==> config.mk <==
export PLATFORM = sky130hd
export DESIGN_NAME = sm_divider
export DESIGN_NICKNAME = d
export VERILOG_FILES = /design/src/rtl/sm_div_pkg.sv /design/src/rtl/sm_div_sub.sv /design/src/rtl/sm_div_ctrl.sv /design/src/rtl/sm_divider.sv
export SDC_FILE = /design/constraint.sdc
export NUM_CORES = 1
export LEC_CHECK = 0
export ABC_AREA = 1
export ABC_CLOCK_PERIOD_IN_PS = 7900
export BUFFER_PORTS_ARGS = -buffer_cell sky130_fd_sc_hd__buf_2
export CORE_AREA = 3 3 65 67
export CTS_BUF_LIST = sky130_fd_sc_hd__clkbuf_4
export DETAILED_ROUTE_END_ITERATION = 6
export DIE_AREA = 0 0 68 70
export PLACE_DENSITY = 0.84
export SLEW_MARGIN = 20
export SYNTH_ARGS = -nofsm -noshare
export SYNTH_HDL_FRONTEND = slang
export SYNTH_HIERARCHICAL = 1
export SYNTH_SLANG_ARGS = --single-unit
==> constraint.sdc <==
create_clock -name clk -period 7.9 [get_ports clk]
set_clock_uncertainty 0.1 [all_clocks]
set_input_delay 0.395 -clock clk [delete_from_list [all_inputs] [get_ports clk]]
set_output_delay 0.395 -clock clk [all_outputs]
set_load 0.02 [all_outputs]
==> src/rtl/sm_div_pkg.sv <==
package sm_div_pkg;
  typedef enum logic [1:0] {
    ST_IDLE  = 2'd0,
    ST_CHECK = 2'd1,
    ST_ITER  = 2'd2,
    ST_DONE  = 2'd3
  } div_state_t;
endpackage

==> src/rtl/sm_div_sub.sv <==
module sm_div_sub #(
  parameter int W = 8
) (
  input  logic [W-1:0] minuend,
  input  logic [W-1:0] subtr,
  output logic [W-1:0] diff,
  output logic         no_borrow
);
  // minuend + ~subtr + 1 ; carry out set when minuend >= subtr
  assign {no_borrow, diff} = {1'b0, minuend} + {1'b0, ~subtr} + {{W{1'b0}}, 1'b1};
endmodule

==> src/rtl/sm_div_ctrl.sv <==
module sm_div_ctrl
  import sm_div_pkg::*;
#(
  parameter int N = 8
) (
  input  logic       clk,
  input  logic       rst_n,
  input  logic       start,
  input  logic       ovf_hit,
  output div_state_t state,
  output logic       last_step
);
  localparam int CW = (N > 1) ? $clog2(N) : 1;
  localparam logic [CW-1:0] STEPS_M1 = CW'(N - 1);

  div_state_t      state_nxt;
  logic [CW-1:0]   cnt_q, cnt_nxt;
  logic            cnt_en;

  assign last_step = (cnt_q == '0);

  always_comb begin
    state_nxt = state;
    cnt_nxt   = cnt_q;
    cnt_en    = 1'b0;
    unique case (state)
      ST_IDLE, ST_DONE: if (start) state_nxt = ST_CHECK;
      ST_CHECK: begin
        cnt_en  = 1'b1;
        cnt_nxt = STEPS_M1;
        state_nxt = ovf_hit ? ST_DONE : ST_ITER;
      end
      ST_ITER: begin
        cnt_en  = 1'b1;
        cnt_nxt = cnt_q - 1'b1;
        if (last_step) state_nxt = ST_DONE;
      end
      default: state_nxt = ST_IDLE;
    endcase
  end

  always_ff @(posedge clk or negedge rst_n) begin
    if (!rst_n) begin
      state <= ST_IDLE;
      cnt_q <= '0;
    end else begin
      state <= state_nxt;
      if (cnt_en) cnt_q <= cnt_nxt;
    end
  end


  iter_end_chk: assert property (@(posedge clk) disable iff (!rst_n)
    (state == ST_ITER && last_step) |=> (state == ST_DONE));


  check_exit_chk: assert property (@(posedge clk) disable iff (!rst_n)
    (state == ST_CHECK && ovf_hit) |=> (state == ST_DONE));
endmodule

==> src/rtl/sm_divider.sv <==
module sm_divider
  import sm_div_pkg::*;
#(
  parameter int N = 8
) (
  input  logic           clk,
  input  logic           rst_n,
  input  logic           start,
  input  logic           dvd_sign,
  input  logic [2*N-1:0] dvd_mag,
  input  logic           dvs_sign,
  input  logic [N-1:0]   dvs_mag,
  output logic           busy,
  output logic           done,
  output logic           ovf,
  output logic [N-1:0]   quo,
  output logic [N-1:0]   rem,
  output logic           quo_sign,
  output logic           rem_sign
);
  div_state_t  state;
  logic        last_step;
  logic [N-1:0] a_q, a_nxt, q_q, q_nxt, b_q;
  logic        qs_q, rs_q, ovf_q, ovf_nxt;
  logic        load, step;
  logic        e_bit;
  logic [N-1:0] a_shift, q_shift, sub_in, diff;
  logic        no_borrow;

  sm_div_ctrl #(.N(N)) u_ctrl (
    .clk       (clk),
    .rst_n     (rst_n),
    .start     (start),
    .ovf_hit   (no_borrow),
    .state     (state),
    .last_step (last_step)
  );

  assign e_bit   = a_q[N-1];
  assign a_shift = {a_q[N-2:0], q_q[N-1]};
  assign q_shift = {q_q[N-2:0], 1'b0};
  assign sub_in  = (state == ST_CHECK) ? a_q : a_shift;

  sm_div_sub #(.W(N)) u_sub (
    .minuend   (sub_in),
    .subtr     (b_q),
    .diff      (diff),
    .no_borrow (no_borrow)
  );

  assign load = start && (state == ST_IDLE || state == ST_DONE);
  assign step = (state == ST_ITER);

  always_comb begin
    a_nxt   = a_q;
    q_nxt   = q_q;
    ovf_nxt = ovf_q;
    if (load) begin
      a_nxt   = dvd_mag[2*N-1:N];
      q_nxt   = dvd_mag[N-1:0];
      ovf_nxt = 1'b0;
    end else if (state == ST_CHECK) begin
      ovf_nxt = no_borrow;
    end else if (step) begin
      if (e_bit || no_borrow) begin
        a_nxt = diff;
        q_nxt = q_shift | {{(N-1){1'b0}}, 1'b1};
      end else begin
        a_nxt = a_shift;
        q_nxt = q_shift;
      end
    end
  end

  always_ff @(posedge clk or negedge rst_n) begin
    if (!rst_n) begin
      a_q   <= '0;
      q_q   <= '0;
      b_q   <= '0;
      qs_q  <= 1'b0;
      rs_q  <= 1'b0;
      ovf_q <= 1'b0;
    end else begin
      if (load || step) begin
        a_q <= a_nxt;
        q_q <= q_nxt;
      end
      if (load) begin
        b_q  <= dvs_mag;
        qs_q <= dvd_sign ^ dvs_sign;
        rs_q <= dvd_sign;
      end
      if (load || state == ST_CHECK) ovf_q <= ovf_nxt;
    end
  end

  assign busy     = (state == ST_CHECK) || (state == ST_ITER);
  assign done     = (state == ST_DONE);
  assign ovf      = ovf_q;
  assign quo      = q_q;
  assign rem      = a_q;
  assign quo_sign = qs_q;
  assign rem_sign = rs_q;


  busy_done_chk: assert property (@(posedge clk) disable iff (!rst_n)
    !(busy && done));


  hold_chk: assert property (@(posedge clk) disable iff (!rst_n)
    (done && !start) |=> (done && $stable(quo) && $stable(rem) && $stable(ovf)));


  start_clr_chk: assert property (@(posedge clk) disable iff (!rst_n)
    (start && !busy) |=> !done);


  rem_lt_chk: assert property (@(posedge clk) disable iff (!rst_n)
    (done && !ovf) |-> (rem < b_q));


  ovf_done_chk: assert property (@(posedge clk) disable iff (!rst_n)
    ovf |-> (done || (state == ST_IDLE)));
endmodule

* Word level (Yosys, flattened, before mapping)
Index checks and enable logic that the tools add are counted.
Operators by class: add/sub/neg operators 3, equality and inequality tests 6, multiplexer cells 17, bitwise gates (word level) 2, reductions and logical operators 17
Operators by type and width (number):
- 8-bit 2-to-1 mux | 8
- 8-bit by 8-bit adder with 9-bit output | 1
- 9-bit by 1-bit adder with 9-bit output (second input constant) | 1
- 8-bit NOT | 1
- 2-bit != test (second input constant) | 3
- 2-bit one-hot mux with 3 select lines | 1
- 3-bit one-hot mux with 2 select lines | 1
- 2-bit AND reduction | 3
- 2-bit nonzero test | 3
- 1-bit logical OR | 5
- 1-bit 2-to-1 mux | 5
- 2-bit == test (second input constant) | 2
- 2-bit 2-to-1 mux | 2
- 2-bit OR reduction | 2
- 3-bit zero test | 1
- 3-bit AND reduction | 1
- 3-bit by 1-bit subtractor with 3-bit output (second input constant) | 1
- 2-bit by 1-bit == test with 1-bit output (second input constant) | 1
- 2-bit zero test | 1
- 1-bit logical AND | 1
- 1-bit bitwise XOR | 1
Storage, ports and cells: register bits after elaboration 32, bits of input ports 29, output and inout port bits 21, word-level logic and storage cells 53

* Depth between registers and ports, before layout
depth in word-level cells 9, mapped depth 19, mapped depth without buffers 18

* Hierarchy
Netlist, hierarchy kept.
Modules (own cells, without submodules):
- sm_divider | instances 1, cells each 216, area an instance 1475.2 um^2, seq. area each 675.6 um^2
- sm_div_sub | instances 1, cells each 75, area an instance 405.4 um^2, seq. area each 0.0 um^2
- sm_div_ctrl | instances 1, cells each 35, area an instance 282.8 um^2, seq. area each 125.1 um^2

* Worst setup path before layout
Ideal clock, no wire load.
path kind reg2reg, start point register u_ctrl.state[1], end point register a_q[7] (netlist: rem[7]), setup time 0.065 ns, data arrival time 2.490 ns, setup slack 5.245 ns, cell stages (with the launch flop) 20, path buffers 1, period minus slack after synthesis 2.655 ns, cells stage by stage dfrtp_1 -> inv_1 -> ha_1 -> clkbuf_1 -> nand2_1 -> o21ai_0 -> inv_1 -> ha_1 -> fa_1 -> inv_2 -> nand3_1 -> nand3_1 -> nand2_1 -> nand2_1 -> inv_1 -> nand2_1 -> nand2_1 -> nand3_1 -> nand2_1 -> nand2_1
Between the ends: cells in the longest elaborated chain, start to end 9
RTL lines:
- from (decl) | line sm_div_ctrl.sv:10 | output div_state_t state,
- from (signal assigned) | line sm_div_ctrl.sv:47 | state <= state_nxt;
- 2-bit by 1-bit == test with 1-bit output | line sm_divider.sv:42 | assign sub_in = (state == ST_CHECK) ? a_q : a_shift;
- 8-bit 2-to-1 mux | line sm_divider.sv:42
- net sub_in[0] | line sm_divider.sv:27 | logic [N-1:0] a_shift, q_shift, sub_in, diff;
- 8-bit by 8-bit adder with 9-bit output | line sm_div_sub.sv:10 | assign {no_borrow, diff} = {1'b0, minuend} + {1'b0, ~subtr} + {{W{1'b0}}, 1'b1};
- 9-bit by 1-bit adder with 9-bit output | line sm_div_sub.sv:10
- net no_borrow | line sm_divider.sv:28 | logic no_borrow;
- 1-bit logical OR | line sm_divider.sv:65 | if (e_bit || no_borrow) begin
- 8-bit 2-to-1 mux | line sm_divider.sv:65
- 8-bit 2-to-1 mux | line sm_divider.sv:64 | end else if (step) begin
- 8-bit 2-to-1 mux | line sm_divider.sv:62 | end else if (state == ST_CHECK) begin
- 8-bit 2-to-1 mux | line sm_divider.sv:58 | if (load) begin
- to (signal assigned) | line sm_divider.sv:85 | a_q <= a_nxt;
- to (decl) | line sm_divider.sv:23 | logic [N-1:0] a_q, a_nxt, q_q, q_nxt, b_q;
The timed path passes the listed nets, and every way through them passes these cells. The select of a mux whose other input is x is not followed. A chain may end at the register's enable or synchronous reset.

* Worst setup path after layout
start point register u_ctrl.state[1], end point register a_q[4] (netlist: rem[4])
Same word-level chain as after synthesis.

==> results.sh <==
export IMPL_run_status="finished, violations left"
export IMPL_violations="hold timing"
export IMPL_synth_seq_cells=32
export IMPL_gr_total_overflow=0
export IMPL_cp_required_ns=8.09
export IMPL_cp_end_kind="flip-flop"
export IMPL_drc=0
export IMPL_antenna_left=0
export IMPL_crit_top_cell="nand2_1"
export IMPL_place_ws_ns=4.932
export IMPL_slew_violations=0
export IMPL_htree_levels=2
export IMPL_ys_warn_count=6
export IMPL_grt_first_pass_wirelength_mm=8.169
export IMPL_grt_pass1_vias=1978
export IMPL_fin_nets=420
export IMPL_viasPerCell=4.932
export IMPL_drtIter0Drc=116
export IMPL_post_route_period_util=0.3837
export IMPL_clkSinkCount=32
export IMPL_whs_ns=-0.004506
export IMPL_cts_root_buf="clkbuf_4"
export IMPL_max_cap_violations=0
export IMPL_max_freq_ghz=0.3299
export IMPL_dieHeight_um=70
export IMPL_area_growth_pct=14.63
export IMPL_grt_max_degree=38
export IMPL_gp_congestion=0.8551
export IMPL_clock_latency_ns=0.34
export IMPL_core_area_um2=3689
export IMPL_diodes=0
export IMPL_cts_tree="done"
export IMPL_cts_resized=0
export IMPL_setup_slack_ns=4.869
export IMPL_first_pass_iters=4
export IMPL_hold_path_class="in2async"
export IMPL_numCtsBuffers=5
export IMPL_synth_top_area_share=0.3702
export IMPL_place_detailed_hpwl_mm=3.514
export IMPL_cts_buffer_depth=2
export IMPL_post_cts_buffers=0
export IMPL_slowest_delay_ns=0.46
export IMPL_worstMarginPinSlew_ns=0.7291
export IMPL_setup_viol=0
export IMPL_std_cell_rows=22
export IMPL_drt_total_wl_mm=4.730
export IMPL_antenna_found_initial=0
export IMPL_syn_area_um2=2163
export IMPL_hold_viol_final=5
export IMPL_slowest_stage="dfrtp_1"
export IMPL_port_buffers=49
export IMPL_cp_top_family="adder cells"
export IMPL_rsz0062_at_grt="false"
export IMPL_critPathArrivalTime_ns=3.22
export IMPL_syn_nets=371
export IMPL_ys_seq_area_frac=0.3702
export IMPL_synth_distinct_cells=21
export IMPL_fin_crit_ns=3.031
export IMPL_dieArea_um2=4760
export IMPL_avgSynthCellArea_um2=6.636
export IMPL_finalSetupTns_ns=0
export IMPL_die_x_um=68
export IMPL_path_buf_inv=4
export IMPL_start_util=0.5865
export IMPL_postSynthCellCount=326
export IMPL_crit_type="reg2reg"
export IMPL_ios=50
export IMPL_max_slew_margin=0.5139
export IMPL_drive_gt1_frac=0.1755
export IMPL_clkTransAtPathRegs_ns=0.11
export IMPL_drt_wirelength_per_cell_um=11.16
export IMPL_cp_start_kind="flip-flop"
export IMPL_gr_usage_all_layers=0.2190
export IMPL_nFillCells=364
export IMPL_synth_top_cell_by_area="dfrtp_1"
export IMPL_path_cells="inv_1, ha_1, nand2_1, o21ai_0, inv_1, ha_1, fa_1, inv_2, nand3_1, nand3_1, nand2_1, nand2_1, inv_1, nand2_1, nand2_1, nand3_1, nand2_1, nand2_1"
export IMPL_cts_hold_buf=0
export IMPL_vias=2091
export IMPL_synthTopCellsByArea="dfrtp_1 (37%), nand2_1 (29%), ha_1 (8.7%)"
export IMPL_path_max_fanout=12
==> cells by family after synthesis <==
group,count (synthesis),share of synthesized area
xor+xnor,4,0.01619
simple gates,208,0.3835
fa+ha+maj,16,0.09601
buf+inv,51,0.09717
flops,32,0.3702
compound gates,15,0.03701
==> flip-flops by register name, indices dropped and copies added, names as in the netlist <==
| name | count |
|---|---|
| rem | 8 |
| u_ctrl/cnt_q | 3 |
| ovf | 1 |
| rem_sign | 1 |
| quo_sign | 1 |
| u_ctrl/state | 2 |
| quo | 8 |
| b_q | 8 |
==> cells in the final DEF, fill, tap and decap left out <==
cell type / synthesis / final
nand2_1: 166 / 166
buf_2: 3 / 49
inv_1: 39 / 39
dfrtp_1: 32 / 32
nor2_1: 20 / 20
ha_1: 15 / 15
nand3_1: 14 / 14
o21ai_0: 8 / 8
clkbuf_4: 0 / 6
inv_2: 5 / 5
a21oi_1: 5 / 5
xnor2_1: 4 / 4
nand2_4: 2 / 2
nand2_2: 2 / 2
a22oi_1: 2 / 2
nor2_2: 1 / 1
clkinv_1: 0 / 1
clkinvlp_4: 0 / 1
or2_1: 1 / 1
nand4_1: 1 / 1
nand3b_1: 1 / 1
fa_1: 1 / 1
==> Yosys cell counts <==
cell        n
a22oi_1     2
clkbuf_1    2
nand4_1     1
nor2_2      1
buf_6       2
fa_1        1
dfrtp_1    32
buf_2       3
nand2_4     2
xnor2_1     4
nand2_1   166
inv_2       5
nand3b_1    1
o21ai_0     8
or2_1       1
nor2_1     20
ha_1       15
a21oi_1     5
nand3_1    14
inv_1      39
nand2_2     2
==> per-layer routing <==
metal	GRT usage	wire length, um
met1	0.2717	2032
met2	0.3704	2347
met3	0.05305	266
met4	0.05960	83
met5	0	0
==> through the flow <==
step	hold WS (ns)	area (um2)	util	std cells
3_5_place_dp	0.3648	2424	0.6571	416
4_1_cts	0.01530	2480	0.6723	424
5_1_grt	0.03984	2480	0.6723	424
2_1_floorplan	-0.0005911	2163	-	326
6_report	-0.004506	2480	0.6723	424
3_3_place_gp	0.3624	2424	0.6571	416
==> worst paths after layout <==
path                            startpoint        to  slack [ns]  cells after the start
min                                  rst_n    quo[2]      -0.005                      1
min reg2reg                         b_q[4]    b_q[4]        0.39                      2
max in group asynchronous            rst_n  rem_sign        7.23                      1
min in group clk                dvs_mag[5]    b_q[5]        0.15                      3
max                        u_ctrl/state[1]    rem[4]        4.87                     18
max reg2reg                u_ctrl/state[1]    rem[4]        4.87                     18
==> final cells by class <==
class / instances / area (um2) / share of cell area
multi-input cells: 243 / 1152 / 0.4647
flip-flops and latches: 32 / 800.8 / 0.3229
repair buffers: 49 / 245.2 / 0.09889
well taps: 48 / 60.06 / 0.02422
clock inverters: 2 / 11.26 / 0.004541
clock buffers: 6 / 45.04 / 0.01816
inverters: 44 / 165.2 / 0.06660
Power is left out: the tool's default activity adds up to more than one toggle a clock period on the data nets, which glitch-free logic cannot reach.
